File: config.mk
export PLATFORM = sky130hd
export DESIGN_NAME = te_write_gate
export DESIGN_NICKNAME = d
export VERILOG_FILES = /design/src/rtl/te_gate_pkg.sv /design/src/rtl/te_edge_sync.sv /design/src/rtl/us_prescaler.sv /design/src/rtl/evt_counter.sv /design/src/rtl/te_write_gate.sv
export SDC_FILE = /design/constraint.sdc
export NUM_CORES = 1
export LEC_CHECK = 0
export ABC_AREA = 1
export ABC_CLOCK_PERIOD_IN_PS = 3200
export BUFFER_PORTS_ARGS = -buffer_cell sky130_fd_sc_hd__buf_2
export CAP_MARGIN = 10
export CORE_ASPECT_RATIO = 0.7
export CORE_MARGIN = 2
export CORE_UTILIZATION = 45
export CTS_BUF_LIST = sky130_fd_sc_hd__clkbuf_8
export CTS_CLUSTER_DIAMETER = 60
export CTS_CLUSTER_SIZE = 40
export DETAILED_ROUTE_END_ITERATION = 8
export SYNTH_ARGS = -nofsm -noshare
export SYNTH_HDL_FRONTEND = slang
export SYNTH_SLANG_ARGS = --single-unit
File: constraint.sdc
create_clock -name clk -period 3.2 [get_ports clk]
set_input_delay 0.64 -clock clk [delete_from_list [all_inputs] [get_ports clk]]
set_output_delay 0.64 -clock clk [all_outputs]
set_load 0.02 [all_outputs]
File: src/rtl/te_gate_pkg.sv
package te_gate_pkg;

  typedef enum logic [1:0] {
    SYNC_OFF       = 2'd0,
    SYNC_VERT      = 2'd1,
    SYNC_VERT_LINE = 2'd2,
    SYNC_RSVD      = 2'd3
  } sync_mode_t;

  typedef enum logic [2:0] {
    ST_IDLE    = 3'd0,
    ST_ARM     = 3'd1,
    ST_WAIT_US = 3'd2,
    ST_WAIT_LN = 3'd3,
    ST_GO      = 3'd4
  } gate_st_t;

  function automatic logic is_sync_mode(input sync_mode_t m);
    return (m == SYNC_VERT) || (m == SYNC_VERT_LINE);
  endfunction

endpackage

File: src/rtl/te_edge_sync.sv
// Brings the asynchronous TE line into the clock domain and flags the
// inactive-to-active transition of the selected polarity.
module te_edge_sync #(
  parameter int STAGES = 2
) (
  input  logic clk,
  input  logic rst,
  input  logic te_in,
  input  logic pol,
  output logic te_rise
);
  logic [STAGES-1:0] sh;
  logic              act_now;
  logic              act_q;

  always_ff @(posedge clk) begin
    if (rst) sh <= '0;
    else     sh <= {sh[STAGES-2:0], te_in};
  end

  assign act_now = pol ? sh[STAGES-1] : ~sh[STAGES-1];

  // Reset to "active" so that no edge is seen until TE has been idle once.
  always_ff @(posedge clk) begin
    if (rst) act_q <= 1'b1;
    else     act_q <= act_now;
  end

  assign te_rise = act_now & ~act_q;

endmodule

File: src/rtl/us_prescaler.sv
// Divides the system clock down to one tick per microsecond while enabled.
module us_prescaler #(
  parameter int CLK_HZ = 10_000_000
) (
  input  logic clk,
  input  logic rst,
  input  logic clr,
  input  logic en,
  output logic tick
);
  localparam int CYC   = (CLK_HZ / 1_000_000 < 1) ? 1 : CLK_HZ / 1_000_000;
  localparam int PRE_W = (CYC > 1) ? $clog2(CYC) : 1;

  logic [PRE_W-1:0] pre;

  assign tick = en && (pre == PRE_W'(CYC - 1));

  always_ff @(posedge clk) begin
    if (rst || clr)  pre <= '0;
    else if (tick)   pre <= '0;
    else if (en)     pre <= pre + PRE_W'(1);
  end

endmodule

File: src/rtl/evt_counter.sv
// Counts ticks while enabled and flags the tick that reaches the limit.
module evt_counter #(
  parameter int W = 8
) (
  input  logic         clk,
  input  logic         rst,
  input  logic         start,
  input  logic         en,
  input  logic         tick,
  input  logic [W-1:0] limit,
  output logic         done
);
  logic [W-1:0] cnt;

  assign done = en && tick && (cnt == limit - W'(1));

  always_ff @(posedge clk) begin
    if (rst || start)    cnt <= '0;
    else if (en && tick) cnt <= cnt + W'(1);
  end

endmodule

File: src/rtl/te_write_gate.sv
module te_write_gate
  import te_gate_pkg::*;
#(
  parameter int CLK_HZ      = 10_000_000,
  parameter int DLY_W       = 12,
  parameter int CNT_W       = 8,
  parameter int SYNC_STAGES = 2
) (
  input  logic             clk,
  input  logic             rst,
  input  logic [1:0]       cfg_mode,
  input  logic             cfg_pol,
  input  logic [DLY_W-1:0] cfg_delay_us,
  input  logic [CNT_W-1:0] cfg_line_cnt,
  input  logic             te_in,
  input  logic             line_pulse,
  input  logic             frame_req,
  output logic             frame_go,
  output logic             busy
);
  sync_mode_t mode;
  gate_st_t   st, st_n;
  logic       te_rise;
  logic       us_tick;
  logic       us_done;
  logic       ln_done;
  logic       arm_hit;
  logic       in_us;
  logic       in_ln;

  assign mode    = sync_mode_t'(cfg_mode);
  assign arm_hit = (st == ST_ARM) && te_rise;
  assign in_us   = (st == ST_WAIT_US);
  assign in_ln   = (st == ST_WAIT_LN);

  te_edge_sync #(.STAGES(SYNC_STAGES)) u_sync (
    .clk(clk), .rst(rst), .te_in(te_in), .pol(cfg_pol), .te_rise(te_rise)
  );

  us_prescaler #(.CLK_HZ(CLK_HZ)) u_pre (
    .clk(clk), .rst(rst), .clr(arm_hit), .en(in_us), .tick(us_tick)
  );

  evt_counter #(.W(DLY_W)) u_us_cnt (
    .clk(clk), .rst(rst), .start(arm_hit), .en(in_us), .tick(us_tick),
    .limit(cfg_delay_us), .done(us_done)
  );

  evt_counter #(.W(CNT_W)) u_ln_cnt (
    .clk(clk), .rst(rst), .start(arm_hit), .en(in_ln), .tick(line_pulse),
    .limit(cfg_line_cnt), .done(ln_done)
  );

  always_comb begin
    st_n = st;
    unique case (st)
      ST_IDLE: begin
        if (frame_req) st_n = is_sync_mode(mode) ? ST_ARM : ST_GO;
      end
      ST_ARM: begin
        if (!is_sync_mode(mode)) begin
          st_n = ST_GO;
        end else if (te_rise) begin
          if (mode == SYNC_VERT)
            st_n = (cfg_delay_us == '0) ? ST_GO : ST_WAIT_US;
          else
            st_n = (cfg_line_cnt == '0) ? ST_GO : ST_WAIT_LN;
        end
      end
      ST_WAIT_US: if (us_done) st_n = ST_GO;
      ST_WAIT_LN: if (ln_done) st_n = ST_GO;
      ST_GO:      st_n = ST_IDLE;
      default:    st_n = ST_IDLE;
    endcase
  end

  always_ff @(posedge clk) begin
    if (rst) begin
      st       <= ST_IDLE;
      frame_go <= 1'b0;
      busy     <= 1'b0;
    end else begin
      st       <= st_n;
      frame_go <= (st_n == ST_GO);
      busy     <= (st_n != ST_IDLE);
    end
  end

endmodule

### Yosys cells after proc, flatten, opt, wreduce, memory -nomap -nowiden

Index checks and enable logic that the tools add are counted.
Widths: inputs -> output; s select.

| storage, ports and cells | value |
|---|---|
| register bits after elaboration | 32 |
| bits in latches | 0 |
| RAM bits | 0 |
| memory bits (read-only) | 0 |
| input bits | 28 |
| output and inout port bits | 2 |
| memories | 0 |

| operators by class | value |
|---|---|
| $add $sub $neg | 5 |
| $mul | 0 |
| div/mod/pow operators | 0 |
| $lt $le $gt $ge | 0 |
| eq/ne operators | 9 |
| shifts and indexed selects | 0 |
| muxes and demuxes | 11 |
| bitwise logic cells | 3 |
| reduce and logical (&&, ||, !) cells | 13 |

Operators with widths:

| cell | number |
|---|---|
| $mux 3 | 9 |
| $add 12x1->12 const B | 1 |
| $eq 12x12->1 | 1 |
| $logic_not 12->1 | 1 |
| $pmux 3 s4 | 1 |
| $sub 12x1->12 const B | 1 |
| $add 8x1->8 const B | 1 |
| $eq 8x8->1 | 1 |
| $logic_not 8->1 | 1 |
| $sub 8x1->8 const B | 1 |
| $eq 3x2->1 const B | 2 |
| $logic_and 1x1->1 | 6 |
| $add 4x1->4 const B | 1 |
| $eq 4x4->1 const B | 1 |
| $eq 3x1->1 const B | 1 |
| $eq 3x3->1 const B | 1 |
| $logic_not 3->1 | 1 |
| $reduce_bool 3->1 | 1 |
| $eq 2x1->1 const B | 1 |
| $eq 2x2->1 const B | 1 |
| $logic_or 1x1->1 | 2 |
| $not 1->1 | 2 |
| $reduce_or 2->1 | 1 |
| $and 1x1->1 | 1 |
| $mux 1 | 1 |

### Depth between registers and ports, before layout

| logic depth | value |
|---|---|
| word-level depth | 7 |
| gate-level depth with buffers | 15 |
| mapped depth without buffers | 15 |

### Cells and area by module

A second synthesis with hierarchy kept.

| second synthesis, totals | value |
|---|---|
| cells, all modules | 433 |
| area total of the unflattened synthesis | 2519.9 sq um |

Modules (own cells, without submodules):

| module | instances | cells an instance | area an instance (sq um) | seq. area each (sq um) |
|---|---|---|---|---|
| evt_counter (u_us_cnt) | 1 | 200 | 1094.8 | 240.2 |
| evt_counter (u_ln_cnt) | 1 | 122 | 704.4 | 160.2 |
| te_write_gate | 1 | 65 | 394.1 | 100.1 |
| us_prescaler | 1 | 31 | 216.5 | 80.1 |
| te_edge_sync | 1 | 15 | 110.1 | 60.1 |

### Least setup slack after synthesis

No wires, ideal clock.

| path | value |
|---|---|
| kind | input port to flip-flop |
| from | input port cfg_line_cnt[0] |
| to | register busy |
| arrival time | 1868 ps |
| setup slack | 1219 ps |
| stages on the path | 14 |
| buffers on the path | 0 |
| cells stage by stage | inv_1 -> ha_1 -> nand2_1 -> inv_1 -> nor2_1 -> nand2_1 -> nor2_1 -> nand2_1 -> nor2_1 -> nand3_1 -> a21oi_1 -> nand3_1 -> nand2_1 -> nand2_1 |

| between the ends | value |
|---|---|
| longest elaborated chain between the ends | 7 |
| elaborated cells on any way between the ends | 11 |

Ends and longest elaborated chain:

| item | line | RTL |
|---|---|---|
| start, declared | te_write_gate.sv:14 | `input logic [CNT_W-1:0] cfg_line_cnt,` |
| branches (longest 5 deep; another with $sub 8x1->8) | -- |  |
| $pmux 3 s4 * | te_write_gate.sv:56 | `unique case (st)` |
| $reduce_bool 3->1 * | te_write_gate.sv:85 | `busy <= (st_n != ST_IDLE);` |
| end signal, assigned | te_write_gate.sv:85 |  |
| end, declared | te_write_gate.sv:19 | `output logic busy` |

Every way passes the cells marked *.
A chain may end at the register's enable or synchronous reset.

### Worst setup path after layout

Ends and elaborated chain as after synthesis.

==> run_results.csv <==
group,metric,value,unit
clocking,htree_levels,2,
min_path,holdPathStages,2,
pwr,powerDensity,349,nW/um2
critical_path,critPathMostFrequentCell,"nand2_1",
place,dp_hpwl,4.08,mm
timing,max_freq,498,MHz
clocking,cts_buffer_depth,2,
critical_path,worst-r2r-setup-slack,1.39,ns
cells_and_area,drive_gt1_share,11.9,%
synthesis,synth.avg_cell_area,5.98,um2
critical_path,startpoint_type,"input port",
timing,setup_violations,0,
routing,num_vias,2256,
clocking,cts_setup_buffers,0,
critical_path,worstSetupPathType,"in2reg",
clocking,post_cts.resized_instances,0,
synthesis,yosysMostFrequentCell,"nand2_1",
synthesis,ys_seq_area_share,28.0,%
critical_path,crit_required,3.37,ns
job,cap_violations,0,
timing,rsz0062_at_grt,"false",
synthesis,synth_edf_count,0,
cells_and_area,post-route-util,54.4,%
synthesis,yosysWarnings,0,
synthesis,syn_area,2290,um2
grt,gr-usage-all-layers,19.3,%
cells_and_area,fin_nets,454,
place,port-buffer-count,29,
clocking,cts_hold_buf,0,
floorplanning,core-area,4830,um2
min_path,hp-class,"reg2reg",
critical_path,r2r_cells,9,
cells_and_area,n_antenna_cell,0,
floorplanning,chipHeight,63.6,um
clocking,cts_buffers,5,
routing,drt_wl_total,4.96,mm
timing,fin_crit,2.01,ns
critical_path,r2r-end,"u_us_cnt.cnt[7]",
synthesis,synth_commonest_cells,"nand2_1, inv_1, nor2_1, dfxtp_1, a21oi_1",
timing,clock_skew,0.00371,ns
cells_and_area,syn_to_final_growth,15.1,%
critical_path,rr_startpoint,"u_sync.sh[1]",
synthesis,synth_top_cell_by_area,"dfxtp_1",
synthesis,ys_types,28,
routing,dr.pass1.iters,4,
critical_path,critical_path_arrival,2.18,ns
grt,grt_pass1_wl,8.74,mm
critical_path,crit_chain,"buf_2 > inv_1 > ha_1 > nand2_1 > inv_1 > nor2_1 > nand2_1 > nor2_1 > nand2_1 > nor2_1 > nand3_1 > a21oi_1 > nand3_1 > nand2_1 > nand2_1",
timing,finalMaxSlewViolations,0,
routing,ant_nets,0,
timing,fin_tns_setup,0,ns
pwr,vdd_drop_max,0.000267,V
clocking,root_buffer,"clkbuf_8",
synthesis,synth-seq-cells,32,
clocking,clock_sinks,32,
cells_and_area,regArea,641,um2
floorplanning,die_x,89.2,um
routing,drc_errors,0,
floorplanning,fp.dieArea,5670,um2
routing,wl_per_cell,10.2,um
synthesis,synth_top_area_share,28.0,%
critical_path,crit_path_top_delay_cell,"ha_1",
synthesis,syn_nets,418,
grt,grt_antenna_before_repair,0,
synthesis,syn_inst,382,
timing,post-route-period-util,62.7,%
critical_path,startpoint,"cfg_line_cnt[0]",
floorplanning,rows,21,
timing,tightest_slew,0.341,ns
synthesis,ys_async_sr_fraction,0,%
critical_path,path_buf_inv,3,
timing,relSlewSlack,77.1,%
critical_path,cp_top_family,"simple AND/OR/NAND/NOR gates",
critical_path,worstPathMaxFanout,6,
routing,viasPerCell,4.62,
cells_and_area,fillers,534,
grt,grt_start_max_net_pins,13,
grt,gr-total-overflow,0,
critical_path,cp-end-kind,"flop",
floorplanning,start_util,47.3,%
clocking,clk_pin_slew,0.07,ns
timing,hold_viol_final,0,
run_status,status,"complete, no violations",
synthesis,yosys-top-cells-area,"dfxtp_1, nand2_1, inv_1",
clocking,cts_tree,"done",
min_path,min_from,"u_sync.sh[0]",
cells_and_area,multi_input_area,1390,um2
place,gp_congestion,0.865,
floorplanning,ioPinCount,30,
routing,drtIter0Drc,60,
clocking,clock_latency,0.28,ns
pwr,p_leak,1.29,nW
critical_path,slowest_delay,0.28,ns
min_path,min_to,"u_sync.sh[1]",
synthesis,synthFlopType,"dfxtp_1",
grt,first_global_vias,1984,
==> where the power goes <==
group	switching [mW]	leakage (nW)	internal, mW
registers	0.00295	0.259	0.405
clock network	0.152	0.0541	0.230
logic	0.0799	0.978	0.0481
total	0.235	1.29	0.684
==> cell usage in the layout (no fill, tap or decap), drive strengths merged <==
cell type and instances:
xor2 9, buf 30, ha 8, inv 65
a21oi 23, bufinv 1, or2 1, nand4 9
nand3 22, nor3 9, xnor2 5, nor3b 1
and3 1, nor2 61, o21ai 15, clkinvlp 1
clkbuf 5, nand2 118, clkinv 2, o21a 1
dfxtp 32
==> cells by family after synthesis <==
kind of cell,synth area share (%)
XOR/XNOR,5.36
adder cells (fa/ha/maj),4.38
buffers and inverters,11.1
AND/OR/NAND/NOR,42.5
AO/OA/AOI/OAI,8.65
flip-flops,28.0
==> worst max path at each step <==
| stage | endpoint | cells past startpoint |
|---|---|---|
| 2_1_floorplan | busy | 14 |
| 3_3_place_gp | busy | 15 |
| 3_5_place_dp | busy | 15 |
| 4_1_cts | busy | 15 |
| 5_1_grt | busy | 14 |
| 6_report | busy | 15 |
==> worst min-delay path, cell delays in order (launching register included) <==
cell	delay (ns)
dfxtp_1	0.30
inv_1	0.04
nor2_1	0.04
==> per-stage QoR <==
step | std cells | total power [mW] | area (um2) | hold WS, ns | worst slack (ns)
floorplan | 382 | 0.499 | 2290 | 0.388 | 1.22
global placement | 480 | 0.545 | 2520 | 0.401 | 0.985
detailed placement | 480 | 0.545 | 2520 | 0.411 | 0.916
CTS | 488 | 0.932 | 2630 | 0.421 | 1.22
global route | 488 | 0.974 | 2630 | 0.448 | 1.03
finish | 488 | 0.919 | 2630 | 0.419 | 1.19
==> sequential cells by signal, summed over array words and instances, names as in the netlist <==
register      cells
u_sync.act_q      1
u_pre.pre         4
u_sync.sh         2
busy              1
u_ln_cnt.cnt      8
u_us_cnt.cnt     12
frame_go          1
st                3
==> metal layers <==
| metal | track usage (%) | up-vias | share of wire (%) |
|---|---|---|---|
| li1 | - | 1256 | - |
| met1 | 29.8 | 975 | 57 |
| met2 | 27.0 | 21 | 38 |
| met3 | 4.46 | 4 | 3.9 |
| met4 | 3.92 | 0 | 0.73 |
| met5 | 0 | - | 0 |
==> area by class of cell <==
cell class | count | area share [%]
flip-flops and latches | 32 | 24.3
well taps | 69 | 3.28
repair buffers | 30 | 5.80
clock inverters | 3 | 1.62
multi-input cells | 283 | 52.9
inverters | 66 | 9.42
clock buffers | 5 | 2.62
No activity file was read; power rests on OpenSTA's default activity.
